<file path="src/rtl/tamap_pkg.sv">
package tamap_pkg;
  typedef enum logic [2:0] {
    MODE_LIN = 3'd0,
    MODE_X   = 3'd1,
    MODE_Y   = 3'd2,
    MODE_W   = 3'd3,
    MODE_T4  = 3'd4
  } tmode_e;

  localparam int TILE_LG   = 12;  // 4 KB tile
  localparam int MAX_SHIFT = 4;   // 16-byte elements
endpackage

</file>
<file path="src/rtl/tamap_offset.sv">
// In-tile offset: per-layout permutation of byte column / row bits, plus bit-6 XOR.
module tamap_offset
  import tamap_pkg::*;
(
  input  logic [2:0]  mode,
  input  logic [8:0]  u,
  input  logic [5:0]  v,
  input  logic        swz_en,
  output logic [11:0] off
);
  logic [11:0] raw;

  always_comb begin
    case (mode)
      MODE_X:  raw = {v[2:0], u[8:0]};
      MODE_Y:  raw = {u[6:4], v[4:0], u[3:0]};
      MODE_W:  raw = {u[5:3], v[5:2], u[2], v[1], u[1], v[0], u[0]};
      MODE_T4: raw = {v[4:3], u[6], v[2], u[5:4], v[1:0], u[3:0]};
      default: raw = '0;
    endcase
  end

  always_comb begin
    off = raw;
    if (swz_en && mode == MODE_X)      off[6] = raw[6] ^ raw[9] ^ raw[10];
    else if (swz_en && mode == MODE_Y) off[6] = raw[6] ^ raw[9];
  end
endmodule

</file>
<file path="src/rtl/tamap_geom.sv">
// Tile column, tile row and tiles per surface row for each layout.
module tamap_geom
  import tamap_pkg::*;
#(
  parameter int COORD_W = 14,
  parameter int PITCH_W = 18,
  parameter int U_W     = COORD_W + 4
) (
  input  logic [2:0]         mode,
  input  logic [U_W-1:0]     u,
  input  logic [COORD_W-1:0] y,
  input  logic [PITCH_W-1:0] pitch,
  output logic [U_W-1:0]     tile_col,
  output logic [COORD_W-1:0] tile_row,
  output logic [PITCH_W-1:0] tiles_per_row
);
  always_comb begin
    case (mode)
      MODE_X: begin
        tile_col      = u >> 9;
        tile_row      = y >> 3;
        tiles_per_row = pitch >> 9;
      end
      MODE_Y, MODE_T4: begin
        tile_col      = u >> 7;
        tile_row      = y >> 5;
        tiles_per_row = pitch >> 7;
      end
      MODE_W: begin
        tile_col      = u >> 6;
        tile_row      = y >> 6;
        tiles_per_row = pitch >> 7;
      end
      default: begin
        tile_col      = '0;
        tile_row      = '0;
        tiles_per_row = '0;
      end
    endcase
  end
endmodule

</file>
<file path="src/rtl/tiled_addr_map.sv">
module tiled_addr_map
  import tamap_pkg::*;
#(
  parameter int ADDR_W  = 32,
  parameter int COORD_W = 14,
  parameter int PITCH_W = 18
) (
  input  logic               clk,
  input  logic               rst,
  input  logic               in_valid,
  output logic               in_ready,
  input  logic [ADDR_W-1:0]  in_base,
  input  logic [PITCH_W-1:0] in_pitch,
  input  logic [2:0]         in_mode,
  input  logic [2:0]         in_elem_shift,
  input  logic               in_swizzle,
  input  logic [COORD_W-1:0] in_x,
  input  logic [COORD_W-1:0] in_y,
  output logic               out_valid,
  input  logic               out_ready,
  output logic [ADDR_W-1:0]  out_addr
);
  localparam int U_W = COORD_W + MAX_SHIFT;

  logic [2:0]         es_eff;
  logic [U_W-1:0]     u;
  logic               is_tiled;
  logic [11:0]        off;
  logic [U_W-1:0]     tile_col;
  logic [COORD_W-1:0] tile_row;
  logic [PITCH_W-1:0] tiles_per_row;
  logic [ADDR_W-1:0]  tile_num;
  logic [ADDR_W-1:0]  part_d;
  logic [ADDR_W-1:0]  base_d;

  logic               s1_valid;
  logic [ADDR_W-1:0]  s1_part;
  logic [ADDR_W-1:0]  s1_base;
  logic               en1, en2;

  assign es_eff   = (in_elem_shift > 3'(MAX_SHIFT)) ? 3'(MAX_SHIFT) : in_elem_shift;
  assign u        = U_W'(in_x) << es_eff;
  assign is_tiled = (in_mode == MODE_X) || (in_mode == MODE_Y) ||
                    (in_mode == MODE_W) || (in_mode == MODE_T4);

  tamap_offset u_offset (
    .mode   (in_mode),
    .u      (u[8:0]),
    .v      (in_y[5:0]),
    .swz_en (in_swizzle),
    .off    (off)
  );

  tamap_geom #(.COORD_W(COORD_W), .PITCH_W(PITCH_W), .U_W(U_W)) u_geom (
    .mode          (in_mode),
    .u             (u),
    .y             (in_y),
    .pitch         (in_pitch),
    .tile_col      (tile_col),
    .tile_row      (tile_row),
    .tiles_per_row (tiles_per_row)
  );

  assign tile_num = ADDR_W'(tile_row) * ADDR_W'(tiles_per_row) + ADDR_W'(tile_col);

  always_comb begin
    if (is_tiled) begin
      part_d = (tile_num << TILE_LG) | ADDR_W'(off);
      base_d = {in_base[ADDR_W-1:TILE_LG], {TILE_LG{1'b0}}};
    end else begin
      part_d = ADDR_W'(in_y) * ADDR_W'(in_pitch) + ADDR_W'(u);
      base_d = in_base;
    end
  end

  // Stage enables: a stage loads when it is empty or its content moves on.
  assign en2      = !out_valid || out_ready;
  assign en1      = !s1_valid || en2;
  assign in_ready = en1;

  always_ff @(posedge clk) begin
    if (rst) begin
      s1_valid <= 1'b0;
    end else if (en1) begin
      s1_valid <= in_valid;
    end
    if (en1) begin
      s1_part <= part_d;
      s1_base <= base_d;
    end
  end

  always_ff @(posedge clk) begin
    if (rst) begin
      out_valid <= 1'b0;
    end else if (en2) begin
      out_valid <= s1_valid;
    end
    if (en2) begin
      out_addr <= s1_base + s1_part;
    end
  end
endmodule

</file>
<file path="config.mk">
export PLATFORM = sky130hd
export DESIGN_NAME = tiled_addr_map
export DESIGN_NICKNAME = d
export VERILOG_FILES = /design/src/rtl/tamap_pkg.sv /design/src/rtl/tamap_offset.sv /design/src/rtl/tamap_geom.sv /design/src/rtl/tiled_addr_map.sv
export SDC_FILE = /design/constraint.sdc
export NUM_CORES = 1
export LEC_CHECK = 0
export BUFFER_PORTS_ARGS = -buffer_cell sky130_fd_sc_hd__buf_2
export CAP_MARGIN = 20
export CORE_ASPECT_RATIO = 0.75
export CORE_UTILIZATION = 30
export CTS_CLUSTER_SIZE = 10
export DETAILED_ROUTE_END_ITERATION = 6
export PLACE_DENSITY = 0.47
export SYNTH_ARGS = -nofsm -noshare
export SYNTH_HDL_FRONTEND = slang
export SYNTH_SLANG_ARGS = --single-unit
</file>
<file path="constraint.sdc">
create_clock -name clk -period 9.2 [get_ports clk]
set_input_delay 1.38 -clock clk [delete_from_list [all_inputs] [get_ports clk]]
set_output_delay 1.38 -clock clk [all_outputs]
set_load 0.02 [all_outputs]
</file>
After elaboration in Yosys (flattened, before gate mapping)
Index checks and enable logic that the tools add are counted.
Cells by class
  eq/ne operators: 4
  magnitude comparators: 1
  mux-type cells: 8
  bitwise logic cells: 3
  multipliers: 2
  reduce and logical (&&, ||, !) cells: 11
  shift-type cells: 1
  add/sub/neg operators: 3
Operators with widths (number)
  12-bit case mux with 4 select lines: 1
  12-bit case mux with 3 select lines: 1
  11-bit case mux with 3 select lines: 1
  32-bit by 18-bit adder with 32-bit output: 1
  32-bit adder: 1
  14-bit by 18-bit multiplier with 32-bit output: 1
  32-bit two-way mux: 1
  32-bit by 12-bit bitwise OR with 32-bit output: 1
  11-bit case mux with 2 select lines: 1
  20-bit by 18-bit adder with 20-bit output: 1
  11-bit by 11-bit multiplier with 20-bit output: 1
  14-bit by 3-bit left shift with 18-bit output: 1
  3-bit by 2-bit equality test with 1-bit output (second input constant): 2
  1-bit logical OR: 5
  3-bit by 1-bit equality test with 1-bit output (second input constant): 1
  3-bit equality test (second input constant): 1
  3-bit greater-than comparator (second input constant): 1
  3-bit two-way mux: 1
  3-bit OR reduction: 1
  1-bit logical AND: 2
  1-bit logical NOT: 2
  1-bit two-way mux: 2
  2-bit OR reduction: 1
  1-bit XOR: 2
Storage, ports and cells
  word-level logic and storage cells: 39
  bits of input ports: 89
  register bits: 98

Longest topological paths before layout
  word-level depth: 9
  gate-level depth with buffers: 28
  depth with buffers taken out: 27

Modules after synthesis
A second synthesis with hierarchy kept.
Second synthesis, totals
  cells, all modules: 2382
  area, all modules: 21913.5 um^2
By module, submodules not included
  tiled_addr_map: instances 1, area an instance 20026.7 um^2, cells each 2169, sequential area each 2922.8 um^2
  tamap_geom: instances 1, area an instance 1412.6 um^2, cells each 151, sequential area each 0.0 um^2
  tamap_offset: instances 1, area an instance 474.2 um^2, cells each 62, sequential area each 0.0 um^2

Worst setup path after synthesis
Ideal clock, no wire load.
  kind: input-to-reg
  from: input port in_elem_shift[2]
  to: register s1_part[31], data pin
  data arrival time: 7598 ps
  data required time: 8931 ps
  library setup time: 269 ps
  stages on the path: 23
  path slack: 1333 ps
  cells stage by stage: clkbuf_1 > clkbuf_1 > clkbuf_1 > mux2i_1 > fa_1 > fa_1 > inv_1 > fa_1 > fa_1 > fa_1 > inv_1 > fa_1 > inv_1 > ha_1 > a21oi_2 > o21a_1 > o21ai_1 > a221o_1 > a41oi_2 > o31ai_1 > o41ai_2 > xnor2_1 > mux2i_1
On the way
  cells in the longest elaborated chain, start to end: 7
  elaborated cells between the ends (all ways): 8
  classes of those cells: add/sub (2); order compare (1); shift (1); mux (3); bitwise (1)
RTL lines
  start, declared: line tiled_addr_map.sv:15  | input logic [2:0] in_elem_shift,
  3-bit greater-than comparator: line tiled_addr_map.sv:41  | assign es_eff = (in_elem_shift > 3'(MAX_SHIFT)) ? 3'(MAX_SHIFT) : in_elem_shift;
  3-bit two-way mux (*): line tiled_addr_map.sv:41
  14-bit by 3-bit left shift with 18-bit output (*): line tiled_addr_map.sv:42  | assign u = U_W'(in_x) << es_eff;
  12-bit case mux with 3 select lines: line tamap_geom.sv:18  | case (mode)
  20-bit by 18-bit adder with 20-bit output: line tiled_addr_map.sv:64  | assign tile_num = ADDR_W'(tile_row) * ADDR_W'(tiles_per_row) + ADDR_W'(tile_col);
  32-bit by 12-bit bitwise OR with 32-bit output: line tiled_addr_map.sv:68  | part_d = (tile_num << TILE_LG) | ADDR_W'(off);
  32-bit two-way mux (*): line tiled_addr_map.sv:67  | if (is_tiled) begin
  net part_d[31]: line tiled_addr_map.sv:33  | logic [ADDR_W-1:0] part_d;
  end signal, assigned: line tiled_addr_map.sv:88  | s1_part <= part_d;
  end, declared: line tiled_addr_map.sv:37  | logic [ADDR_W-1:0] s1_part;
Mark *: on every way through the listed nets, which the timed path passes. The rest lies on a longest branch.
A chain may end at the register's enable or synchronous reset.

Final worst setup path
  from: input port in_elem_shift[1]
  to: register s1_part[31], data pin
Same word-level chain as after synthesis.

==> flow_metrics.env <==
export IMPL_status="complete, no violations"
export IMPL_timing_fmax_mhz=122.7
export IMPL_drt_iter0_markers=819
export IMPL_syn_nets=2650
export IMPL_internal_power_mw=3.282
export IMPL_critPathBufInv=6
export IMPL_io_pins=123
export IMPL_critPathArrivalTime_ns=8.25
export IMPL_start_util_pct=30.47
export IMPL_fin_crit_sh_pct=88.58
export IMPL_path_clk_slew_ns=0.09
export IMPL_crit_path_end_kind="flip-flop"
export IMPL_slowest_stage="fa_1"
export IMPL_postCtsHoldBufs=0
export IMPL_rr_worst_depth=12
export IMPL_clock_power_share_pct=5.4
export IMPL_cts_sinks=98
export IMPL_synth_seq_area_share_pct=15.40
export IMPL_cp_depth=25
export IMPL_cpPeakStageDelay_ns=0.55
export IMPL_ant_nets=0
export IMPL_tns_ns=0
export IMPL_drt_total_wl_um=52850
export IMPL_grt_max_degree=66
export IMPL_crit_family="adder cells"
export IMPL_fillers=6537
export IMPL_die_area_sq_um=64270
export IMPL_viasPerCell=4.920
export IMPL_drc=0
export IMPL_synth_cell_types=75
export IMPL_cp_required_ns=9.30
export IMPL_async_flop_share_pct=0
export IMPL_ctsResizeCount=0
export IMPL_die_h_um=219.8
export IMPL_setup_viol=0
export IMPL_hold_depth=1
export IMPL_drive_gt1_share_pct=9.382
export IMPL_powerDensity_nw_per_um2=341.6
export IMPL_grt_pass1_wl_um=85990
export IMPL_syn_cell_area_sq_um=18980
export IMPL_avgSynthCellArea_sq_um=9.110
export IMPL_finClkSkew_ns=0.01975
export IMPL_port_buffer_count=122
export IMPL_diodes=0
export IMPL_p_sw_share_pct=53.67
export IMPL_setup_slack_ns=1.051
export IMPL_die_width_um=292.4
export IMPL_numCtsBuffers=9
export IMPL_final_max_slew_viol_count=0
export IMPL_nNetsFinal=2715
export IMPL_max_vdd_ir_drop_uv=309.3
export IMPL_hold_class="flip-flop to flip-flop"
export IMPL_place_congestion=0.8925
export IMPL_fin_cells=2963
export IMPL_clock_root_buffer="clkbuf_16"
export IMPL_maxSlewHeadroom_pct=36.61
export IMPL_pre_cts_slack_ns=0.7134
export IMPL_crit_fanout=16
export IMPL_drv_cap=0
export IMPL_cts_tree="built"
export IMPL_p_sw_mw=3.802
export IMPL_critPathLaunchType="primary input"
export IMPL_dr_pass1_iters=5
export IMPL_grt_antenna_before_repair=3
export IMPL_fin_util_pct=33.30
export IMPL_cts_buffer_depth=2
export IMPL_period_minus_slack_ns=8.149
export IMPL_core_rowCount=79
export IMPL_syn_inst=2083
export IMPL_cts_setup_buffers=0
export IMPL_rsz0062_at_grt="no"
export IMPL_hpwl_um=43170
export IMPL_fp_coreArea_sq_um=62270
export IMPL_clk_latency_ns=0.37
export IMPL_wl_per_cell_um=17.84
export IMPL_grt_pass1_vias=15676
export IMPL_grt_ovfl_total=0
export IMPL_synth_warnings=0
export IMPL_crit_path_frequent_cell="fa_1"
export IMPL_hold_viol_final=0
export IMPL_p_leak_nw=10.03
export IMPL_comb_power_share_pct=83.1
export IMPL_grt_usage_pct=17.18
export IMPL_tightest_slew_ns=0.9508
export IMPL_total_power_mw=7.084
export IMPL_holdWs_ns=0.5578
export IMPL_htreeDepth=3
export IMPL_dr_total_vias=14578
export IMPL_stdcell_area_sq_um=20740
export IMPL_criticalPathCategory="primary input to flip-flop"
export IMPL_place_area_sq_um=20430
export IMPL_place_inst=2945
export IMPL_synth_seq_cells=98
export IMPL_synthFlopType="edfxtp_1"
export IMPL_seq_power_share_pct=11.5
export IMPL_synth_edf_count=96
export IMPL_areaGrowthSynthToFinish_pct=9.290
-- path summary, 6_finish.rpt --
| check | from | end | slack (ns) |
|---|---|---|---|
| max | in_elem_shift[1] | s1_part[31]$_DFFE_PP_ | 1.05 |
| min | s1_base[0]$_SDFFCE_PN0P_ | out_addr[0]$_DFFE_PP_ | 0.56 |
| max reg2reg | s1_part[0]$_DFFE_PP_ | out_addr[28]$_DFFE_PP_ | 5.84 |
| min reg2reg | s1_base[0]$_SDFFCE_PN0P_ | out_addr[0]$_DFFE_PP_ | 0.56 |
-- power groups by stage --
stage               sequential (mW)  clock, mW  combinational (mW)
global placement              0.829          0                5.92
floorplan                     0.906          0                4.12
CTS                           0.824      0.397                5.98
global route                  0.832      0.414                6.64
finish                        0.817      0.381                5.89
detailed placement            0.833          0                5.94
-- cells in the mapped netlist (all sizes together), types with 3 or more instances --
library cell / instances / share of area, %
a211oi: 12 / 0.54
a21o: 30 / 1.2
a21oi: 84 / 2.3
a221oi: 4 / 0.22
a22o: 11 / 0.51
a22oi: 10 / 0.40
a31oi: 7 / 0.26
and2: 106 / 3.5
and3: 11 / 0.36
buf: 10 / 0.28
clkbuf: 86 / 1.7
edfxtp: 96 / 15
fa: 299 / 32
ha: 179 / 12
inv: 369 / 7.3
mux2: 5 / 0.30
mux2i: 28 / 1.5
mux4: 6 / 0.71
nand2: 286 / 5.7
nand2b: 20 / 0.66
nand3: 34 / 0.90
nand4: 4 / 0.13
nor2: 103 / 2.0
nor2b: 28 / 0.92
nor3: 10 / 0.26
o211ai: 10 / 0.45
o21a: 9 / 0.36
o21ai: 80 / 2.1
o21bai: 6 / 0.24
o221ai: 3 / 0.14
o22a: 7 / 0.32
o22ai: 6 / 0.20
o31a: 4 / 0.18
o31ai: 5 / 0.27
o32a: 3 / 0.16
o41ai: 4 / 0.26
or2: 4 / 0.13
xnor2: 51 / 2.4
xor2: 24 / 1.1
-- routing by layer --
metal / wire length [um] / vias to the layer above / track usage, %
li1: - / 6795 / -
met1: 25790 / 7349 / 24.62
met2: 23410 / 398 / 27.61
met3: 3086 / 36 / 2.965
met4: 556 / 0 / 2.356
met5: 0 / - / 0
-- layout by cell type (no fill, tap or decap), types with 7 or more instances in the layout --
cell type,synthesis,final
inv_1,369,369
nor3_1,10,10
o21ai_0,67,67
o22a_1,7,7
buf_2,6,122
nand2_1,286,285
nand3_1,34,34
nor2_1,103,102
a21oi_1,80,80
mux2i_1,28,28
o21a_1,9,9
o21ai_1,12,12
buf_4,0,26
o211ai_1,8,8
fa_1,299,299
a211oi_1,11,11
a21o_1,28,28
ha_1,179,179
nor2b_1,28,28
xnor2_1,51,51
and3_1,11,11
a22oi_1,10,10
a22o_1,11,11
nand2b_1,20,20
and2_1,105,105
xor2_1,24,24
edfxtp_1,96,96
clkbuf_16,0,9
-- state kept, by name, indices dropped and copies added (netlist names) --
name / flops
s1_part: 32
s1_base: 32
out_valid: 1
out_addr: 32
s1_valid: 1
-- worst reg2reg max path, stage by stage, from the launching register on --
cell	delay, ns
edfxtp_1	0.34
ha_1	0.18
inv_1	0.06
fa_1	0.40
nor2b_1	0.19
o2111ai_1	0.16
a21oi_1	0.28
o2111ai_1	0.24
a21boi_1	0.41
a31oi_1	0.23
o21ai_1	0.34
o41ai_1	0.13
xnor2_1	0.14
-- cell families (layout without fill, tap and decap cells) --
group,after synthesis,after routing,synth area share [%]
and+or+nand+nor,612,612,14.80
other,1,1,0.01976
muxes,39,39,2.486
xor gates and xnor gates,75,75,3.462
DFF,98,98,15.40
buffers and inverters,465,535,9.277
adders and majority gates,478,478,43.35
AOI/OAI and AO/OA,315,315,11.20
-- final cells by class --
type | count | area [sq um] | area share (%)
inverter | 369 | 1385 | 6.679
tap | 810 | 1013 | 4.887
clock inverter | 7 | 68.82 | 0.3318
timing repair buffer | 150 | 815.8 | 3.934
clock buffer | 9 | 225.2 | 1.086
sequential | 98 | 2923 | 14.09
multi-input combinational | 1520 | 14310 | 68.99
(Power assumes the default switching activity.)
